$ cat config.mk
export PLATFORM = sky130hd
export DESIGN_NAME = dsq_top
export DESIGN_NICKNAME = d
export VERILOG_FILES = /design/src/rtl/dsq_pkg.sv /design/src/rtl/dsq_cmd_decode.sv /design/src/rtl/dsq_word_lanes.sv /design/src/rtl/dsq_top.sv
export SDC_FILE = /design/constraint.sdc
export NUM_CORES = 1
export LEC_CHECK = 0
export BUFFER_PORTS_ARGS = -buffer_cell sky130_fd_sc_hd__buf_2
export CORE_MARGIN = 10
export CORE_UTILIZATION = 56
export CTS_BUF_LIST = sky130_fd_sc_hd__clkbuf_2
export DETAILED_ROUTE_END_ITERATION = 16
export PLACE_DENSITY = 0.89
export SYNTH_ARGS = -nofsm -noshare
export SYNTH_HDL_FRONTEND = slang
export SYNTH_SLANG_ARGS = --single-unit
$ cat constraint.sdc
create_clock -name clk -period 5.7 [get_ports clk]
set_input_delay 0.285 -clock clk [delete_from_list [all_inputs] [get_ports clk]]
set_output_delay 0.285 -clock clk [all_outputs]
set_load 0.02 [all_outputs]
$ cat src/rtl/dsq_pkg.sv
package dsq_pkg;
   localparam logic [2:0] KEY_LAST_STREAM = 3'd3;
   localparam logic [2:0] KEY_FORBIDDEN   = 3'd4;
   localparam logic [2:0] KEY_REGS        = 3'd5;
   localparam logic [2:0] KEY_SYSTEM      = 3'd6;

   localparam logic [3:0] OP_STORE = 4'd4;
   localparam logic [3:0] OP_LOAD  = 4'd5;
   localparam logic [3:0] OP_NOP   = 4'd6;
   localparam logic [3:0] OP_STOP  = 4'd7;

   typedef enum logic [2:0] {
      ACT_KILL, ACT_STOP, ACT_NOP, ACT_XFER, ACT_LOAD, ACT_STORE
   } act_e;

   typedef enum logic [3:0] {
      S_IDLE, S_FREQ, S_FRSP, S_DEC, S_XREQ, S_XWAIT,
      S_LREQ, S_LRSP, S_WB2, S_WB3, S_HAND
   } seq_state_e;
endpackage

$ cat src/rtl/dsq_cmd_decode.sv
module dsq_cmd_decode
   import dsq_pkg::*;
#(
   parameter int ADDR_W = 32
) (
   input  logic [3:0]        op,
   input  logic [2:0]        key,
   input  logic [ADDR_W-1:0] addr,
   output act_e              act
);
   logic [2:0] word_key;

   always_comb begin
      // low keys on word accesses fall back to the system key
      word_key = (key < KEY_REGS) ? KEY_SYSTEM : key;
      if (op == OP_STOP)
         act = ACT_STOP;
      else if (op == OP_NOP)
         act = ACT_NOP;
      else if (key == KEY_FORBIDDEN || op[3])
         act = ACT_KILL;
      else if (op < OP_STORE)
         act = (addr == '0 || key > KEY_LAST_STREAM) ? ACT_KILL : ACT_XFER;
      else if (word_key != KEY_SYSTEM)
         act = ACT_KILL;
      else
         act = (op == OP_LOAD) ? ACT_LOAD : ACT_STORE;
   end
endmodule

$ cat src/rtl/dsq_word_lanes.sv
module dsq_word_lanes #(
   parameter int ADDR_W = 32,
   parameter int DATA_W = 32
) (
   input  logic [2:0]        req_low,
   input  logic [ADDR_W-1:0] addr,
   input  logic [DATA_W-1:0] dep,
   input  logic [DATA_W-1:0] rdata,
   output logic [ADDR_W-1:0] bus_addr,
   output logic [DATA_W/8-1:0] be,
   output logic [DATA_W-1:0] wdata,
   output logic [DATA_W-1:0] dep_loaded,
   output logic [2:0]        size
);
   localparam int LANES = DATA_W / 8;

   if (DATA_W != 32) begin : g_bad_width
      $error("dsq_word_lanes: DATA_W must be 32");
   end

   logic       sz4, sz2;
   logic [1:0] ofs;
   logic [15:0] half;
   logic [7:0]  byt;

   assign sz4  = req_low[2];
   assign sz2  = !req_low[2] && req_low[1];
   assign ofs  = addr[1:0];
   assign size = sz4 ? 3'd4 : (sz2 ? 3'd2 : 3'd1);
   assign bus_addr = {addr[ADDR_W-1:2], 2'b00};

   for (genvar i = 0; i < LANES; i++) begin : g_lane
      localparam logic [1:0] LI = 2'(i);
      assign be[i] = sz4 || (sz2 && LI[1] == ofs[1]) || (!sz4 && !sz2 && LI == ofs);
      assign wdata[8*i +: 8] = sz4 ? dep[8*i +: 8]
                             : (sz2 ? dep[16 + 8*(i % 2) +: 8] : dep[31:24]);
   end

   assign half = ofs[1] ? rdata[31:16] : rdata[15:0];
   assign byt  = 8'(rdata >> {ofs, 3'b000});
   assign dep_loaded = sz4 ? rdata : (sz2 ? {half, dep[15:0]} : {byt, dep[23:0]});

   always_comb begin
      p_lane_count_r9: assert ($countones(be) == 32'(size))
         else $error("byte enables do not match normalized size");
   end
endmodule

$ cat src/rtl/dsq_top.sv
module dsq_top
   import dsq_pkg::*;
#(
   parameter int ADDR_W = 32,
   parameter int CNT_W  = 16
) (
   input  logic              clk,
   input  logic              rst_n,
   input  logic              chan_run,
   input  logic              chan_active,
   input  logic [ADDR_W-1:0] desc_ptr,
   input  logic [15:0]       chan_status,
   output logic              mem_req_valid,
   input  logic              mem_req_ready,
   output logic              mem_req_we,
   output logic [ADDR_W-1:0] mem_req_addr,
   output logic [3:0]        mem_req_be,
   output logic [31:0]       mem_req_wdata,
   input  logic              mem_rsp_valid,
   input  logic [31:0]       mem_rsp_data,
   output logic              xfer_valid,
   input  logic              xfer_ready,
   output logic              xfer_out,
   output logic              xfer_last,
   output logic [2:0]        xfer_key,
   output logic [ADDR_W-1:0] xfer_addr,
   output logic [CNT_W-1:0]  xfer_len,
   input  logic              xfer_done,
   input  logic [CNT_W-1:0]  xfer_resid,
   output logic              wake_clr,
   output logic              kill_pulse,
   output logic              stop_pulse,
   output logic              flush_clr,
   output logic              done_valid,
   output logic              done_branch,
   output logic [31:0]       done_dep
);
   localparam int DESC_WORDS = 4;
   localparam int IDX_W      = $clog2(DESC_WORDS);
   localparam logic [ADDR_W-1:0] PTR_MASK = {{(ADDR_W-4){1'b1}}, 4'h0};

   if (CNT_W != 16) begin : g_bad_cnt
      $error("dsq_top: CNT_W must be 16 to fit the descriptor");
   end
   if (ADDR_W > 32 || ADDR_W < 8) begin : g_bad_addr
      $error("dsq_top: ADDR_W out of range");
   end

   seq_state_e        st;
   logic [ADDR_W-1:0] ptr_q, addr_q;
   logic [IDX_W-1:0]  idx_q;
   logic [3:0]        op_q;
   logic [2:0]        key_q;
   logic [CNT_W-1:0]  req_q, resid_q;
   logic [31:0]       dep_q;
   logic              br_q, fl_q, store_q;
   act_e              act;
   logic [ADDR_W-1:0] ln_addr;
   logic [3:0]        ln_be;
   logic [31:0]       ln_wdata, ln_dep;
   logic [2:0]        ln_size;

   dsq_cmd_decode #(.ADDR_W(ADDR_W)) u_dec (
      .op(op_q), .key(key_q), .addr(addr_q), .act(act)
   );

   dsq_word_lanes #(.ADDR_W(ADDR_W), .DATA_W(32)) u_lanes (
      .req_low(req_q[2:0]), .addr(addr_q), .dep(dep_q), .rdata(mem_rsp_data),
      .bus_addr(ln_addr), .be(ln_be), .wdata(ln_wdata), .dep_loaded(ln_dep),
      .size(ln_size)
   );

   always_ff @(posedge clk or negedge rst_n) begin
      if (!rst_n) begin
         st <= S_IDLE;  ptr_q <= '0;  addr_q <= '0;  idx_q <= '0;
         op_q <= '0;  key_q <= '0;  req_q <= '0;  resid_q <= '0;
         dep_q <= '0;  br_q <= 1'b0;  fl_q <= 1'b0;  store_q <= 1'b0;
      end else begin
         unique case (st)
            S_IDLE: if (chan_run && chan_active) begin
               ptr_q <= desc_ptr & PTR_MASK;
               idx_q <= '0;
               st    <= S_FREQ;
            end
            S_FREQ: if (mem_req_ready) st <= S_FRSP;
            S_FRSP: if (mem_rsp_valid) begin
               unique case (idx_q)
                  2'd0: begin
                     op_q  <= mem_rsp_data[31:28];
                     key_q <= mem_rsp_data[26:24];
                     req_q <= mem_rsp_data[15:0];
                  end
                  2'd1: addr_q  <= mem_rsp_data[ADDR_W-1:0];
                  2'd2: dep_q   <= mem_rsp_data;
                  default: resid_q <= mem_rsp_data[15:0];
               endcase
               idx_q <= idx_q + 1'b1;
               st    <= (idx_q == IDX_W'(DESC_WORDS-1)) ? S_DEC : S_FREQ;
            end
            S_DEC: begin
               store_q <= (act == ACT_STORE);
               unique case (act)
                  ACT_NOP:  begin br_q <= 1'b1; fl_q <= 1'b0;    st <= S_WB2;  end
                  ACT_XFER: begin br_q <= 1'b1; fl_q <= op_q[0]; st <= S_XREQ; end
                  ACT_LOAD, ACT_STORE: begin br_q <= 1'b0; fl_q <= 1'b1; st <= S_LREQ; end
                  default:  st <= S_IDLE;
               endcase
            end
            S_XREQ: if (xfer_ready) st <= S_XWAIT;
            S_XWAIT: if (xfer_done) begin
               resid_q <= xfer_resid;
               st      <= S_WB2;
            end
            S_LREQ: if (mem_req_ready) st <= store_q ? S_WB2 : S_LRSP;
            S_LRSP: if (mem_rsp_valid) begin
               dep_q <= ln_dep;
               st    <= S_WB2;
            end
            S_WB2: if (mem_req_ready) st <= S_WB3;
            S_WB3: if (mem_req_ready) st <= S_HAND;
            default: st <= S_IDLE;
         endcase
      end
   end

   always_comb begin
      mem_req_valid = 1'b0;
      mem_req_we    = 1'b0;
      mem_req_addr  = ptr_q + (ADDR_W'(idx_q) << 2);
      mem_req_be    = 4'hF;
      mem_req_wdata = dep_q;
      unique case (st)
         S_FREQ: mem_req_valid = 1'b1;
         S_LREQ: begin
            mem_req_valid = 1'b1;
            mem_req_we    = store_q;
            mem_req_addr  = ln_addr;
            mem_req_be    = ln_be;
            mem_req_wdata = ln_wdata;
         end
         S_WB2: begin
            mem_req_valid = 1'b1;
            mem_req_we    = 1'b1;
            mem_req_addr  = ptr_q + ADDR_W'(8);
         end
         S_WB3: begin
            mem_req_valid = 1'b1;
            mem_req_we    = 1'b1;
            mem_req_addr  = ptr_q + ADDR_W'(12);
            mem_req_wdata = {chan_status, resid_q};
         end
         default: ;
      endcase
   end

   assign xfer_valid  = (st == S_XREQ);
   assign xfer_out    = !op_q[1];
   assign xfer_last   = op_q[0];
   assign xfer_key    = key_q;
   assign xfer_addr   = addr_q;
   assign xfer_len    = req_q;
   assign wake_clr    = (st == S_DEC);
   assign kill_pulse  = (st == S_DEC) && (act == ACT_KILL);
   assign stop_pulse  = (st == S_DEC) && (act == ACT_STOP);
   assign done_valid  = (st == S_HAND);
   assign done_branch = br_q;
   assign done_dep    = dep_q;
   assign flush_clr   = (st == S_HAND) && fl_q;

   p_req_hold_r2: assert property (@(posedge clk) disable iff (!rst_n)
      mem_req_valid && !mem_req_ready |=> mem_req_valid && $stable(mem_req_addr) && $stable(mem_req_we));
   p_wake_first_r3: assert property (@(posedge clk) disable iff (!rst_n)
      $rose(xfer_valid) |-> $past(wake_clr));
   p_stop_quiet_r4: assert property (@(posedge clk) disable iff (!rst_n)
      stop_pulse |=> !mem_req_valid && !done_valid);
   p_kill_quiet_r5: assert property (@(posedge clk) disable iff (!rst_n)
      kill_pulse |=> !mem_req_valid && !xfer_valid && !done_valid);
   p_xfer_hold_r6: assert property (@(posedge clk) disable iff (!rst_n)
      xfer_valid && !xfer_ready |=> xfer_valid && $stable(xfer_addr) && $stable(xfer_len));
   p_wb_before_done_r7: assert property (@(posedge clk) disable iff (!rst_n)
      done_valid |-> $past(mem_req_valid && mem_req_we && mem_req_ready));
   p_flush_with_done_r8: assert property (@(posedge clk) disable iff (!rst_n)
      flush_clr |-> done_valid);
   p_done_pulse_r13: assert property (@(posedge clk) disable iff (!rst_n)
      done_valid |=> !done_valid);
endmodule

==> impl_results.md <==
- Syn_area_per_cell: roughly 11 um2
- Top cell type's share of synthesized area: roughly half
- Final nets: roughly 1.1k
- Crit Path Class: register to output port
- Worst-Margin Slew: 1.093 ns
- Worst-path fanout max: 21
- Area added between synthesis and finish: 34.15%
- Detailed Place HPWL: about 18,000 um
- Worst EP required: roughly 5.4 ns
- Pin count of the biggest net entering global routing: 75
- Row cnt: between 40 and 50
- Fin crit period: about 3.7 ns
- Fill cells: just over 800
- Vias in the first global route: approximately 7.1k
- Slowest cell on crit path: dfrtp_1
- Relative slew slack: roughly 27%
- Most frequent cells in the layout: buf_2 (258), dfrtp_1 (140), mux2_2 (129)
- Clock latency on the worst-skew pair: ~0.72 ns
- Layout cell share with drive strength beyond 1: 43.96%
- First drt pass iteration count: 6
- Top-level port count: between 200 and 300
- # port buffers: ~260
- Post-synth top flop: dfrtp_1
- H-tree lvl count: 4
- Distinct cells, synth: 52
- Routed via count: 6,908
- Initial antenna violation count: 1
- Cells after Synth: between 600 and 700
- Max-slew violation count: 0
- WL final: ~27,000 um
- Final Setup Violations: 0
- Post-synth top area cell: dfrtp_1
- Avg WL per Cell: approximately 23 um
- Post-synth EDFFs: 0
- Die area: 0.01796 mm2
- Leak pwr: 4.748 nW
- Worst Clk Skew: between 0.03 and 0.04 ns
- Postcts setup bufs: 0
- Number of clock sinks: 140
- Max_cap viols: 0
- Core area: 0.01267 mm2
- ANT nets after route: 0
- TritonCTS Buffers: 17
- Die height: between 100 and 150 um
- Post-synth ARST share: 100.0%
- Clock Root Buffer: clkbuf_2
- Status: complete, no violations
- Routed vias/inst: approximately 5.9
- Detailed-route DRC error count: 0
- Number of synthesis warnings: 0
- PwrDens: 540.5 mW/mm2
- RSZ-0062 raised after global routing: false
- Longest Clk Path Bufs: 2
- CP max stage delay: ~0.8 ns
- Most common cell after layout, fill and taps aside: buf_2
- Gp weighted congestion: 0.9265
- CP Launch Type: register
- GRT overflow: 0
- Hold Fails Final Rpt: 0
- Total design power: 5.279 mW
- Flop2flop setup slack: 2.52 ns
- Max VDD drop: ~0.34 mV
- First-pass GRT wire length: ~42,000 um
- Register area share after synthesis: about half
- Hold WC Path Type: input pin to register
- Worst-path clk slew: 0.21 ns
- Drt initial violations: 590
- Synth area leaders: dfrtp_1 (48%), mux2_2 (20%), mux2i_1 (4.5%)
- Crit path capture type: output port
- Max Clk Rate: 0.2695 GHz
- Synthesis-stage register bit count: 140
- Global Route Usage Sum: between 20% and 30%
- Mapped Area: between 0.007 and 0.008 mm2
- Hold WS: between 0.04 and 0.05 ns
- Initial Util: a little under three fifths
- Final TNS setup: 0 ns
- CTS tree: built
- Crit-path cells: nand2b_1 > nor3_1 > nor2_1 > a221o_1 > buf_2
- Crit share post-route: 65.10%
- DIE WIDTH: ~130 um
- CP Data Arrival Time: 3.43 ns
[path summary, 6_finish.rpt]
| path | depth (start not counted) | endpoint | startpoint |
|---|---|---|---|
| setup / recovery | 5 | mem_req_wdata[4] | st[2] |
| hold / removal | 5 | done_dep[25] | mem_rsp_valid |
| setup reg to reg | 4 | done_dep[2] | st[2] |
| hold reg to reg | 1 | xfer_len[8] | xfer_len[8] |
| max in group asynchronous | 3 | xfer_addr[2] | rst_n |
| min in group asynchronous | 2 | ptr_q[29] | rst_n |
[where the power goes]
group	switching, mW	total [mW]	internal (mW)
Sequential	0.553	1.99	1.44
Clock	0.356	0.514	0.159
Combinational	1.61	2.77	1.16
Total	2.52	5.28	2.76
[stage by stage]
step                      cell area (um2)  cells  worst slack [ns]  utilization, %
final                                9767   1167             1.989           77.08
after global routing                 9767   1167             1.730           77.08
after CTS                            9764   1166             2.046           77.06
after detailed placement             8668   1043             2.622           68.41
after global placement               8668   1043             2.674           68.41
after floorplan                      7284    649             3.392               -
[per-layer routing]
layer  part of all wire (%)  up-vias  global-route usage [%]  wire length, um
met4                    2.7        0                   11.12              728
met5                      0        -                       0                0
met3                     10       56                   9.223             2767
met1                     40     3394                   36.25            10820
met2                     47      408                   48.21            12680
li1                       -     3050                       -                -
[worst max-delay path, delay by kind of cell (launching register included)]
family                 cells  cell delay, ns
flip-flops                 1            0.79
AO/OA/AOI/OAI              1            0.41
AND/OR/NAND/NOR            3            1.34
buffers and inverters      1            0.17
[sequential cells by signal, summed over array words and instances, names as in the netlist, 3 cells and up]
signal,cells
done_dep,32
xfer_addr,32
ptr_q,28
resid_q,16
xfer_len,16
op_q,4
st,4
xfer_key,3
[timing repair]
item                      CTS  global route
hold endpoints to repair  197             0
resized for setup           0             0
hold buffers               91             0
[kinds of logic after synthesis]
kind of cell / share of synthesized area [%]
muxes: 26.04
and+or+nand+nor: 9.297
DFF: 48.12
AOI/OAI and AO/OA: 12.17
buffers and inverters: 3.471
adders and majority gates: 0.8593
other: 0.05151
[cells in the mapped netlist (2+ instances only)]
master    number
a21oi_1       39
o21ai_0       37
nand3b_1       2
nand4_1        2
dfrtp_1      140
o211ai_1       8
and4_1         2
a22o_1         2
inv_1          8
nor4_1         9
nor3_1        12
and3_1        10
buf_2         16
mux2i_1       33
nand2_1       31
nor2b_1        5
nor2_1        55
mux2_1        10
a31oi_1        8
or3_1          2
ha_1           5
mux2_2       129
a22oi_1       10
buf_4          4
clkbuf_1      23
a221o_1       16
nand2b_1       5
[final cells by class]
cell class	count	area, um2	share of cell area, %
Timing Repair Buffer	358	2273	23.28
Clock buffer	22	110.1	1.127
Multi-Input combinational cell	454	3550	36.34
Inverter	10	37.54	0.3843
Antenna cell	1	2.502	0.02562
Tap cell	172	215.2	2.203
Clock inverter	10	75.07	0.7686
Sequential cell	140	3503	35.87
Note: power is estimated with default switching activity, not from simulation.
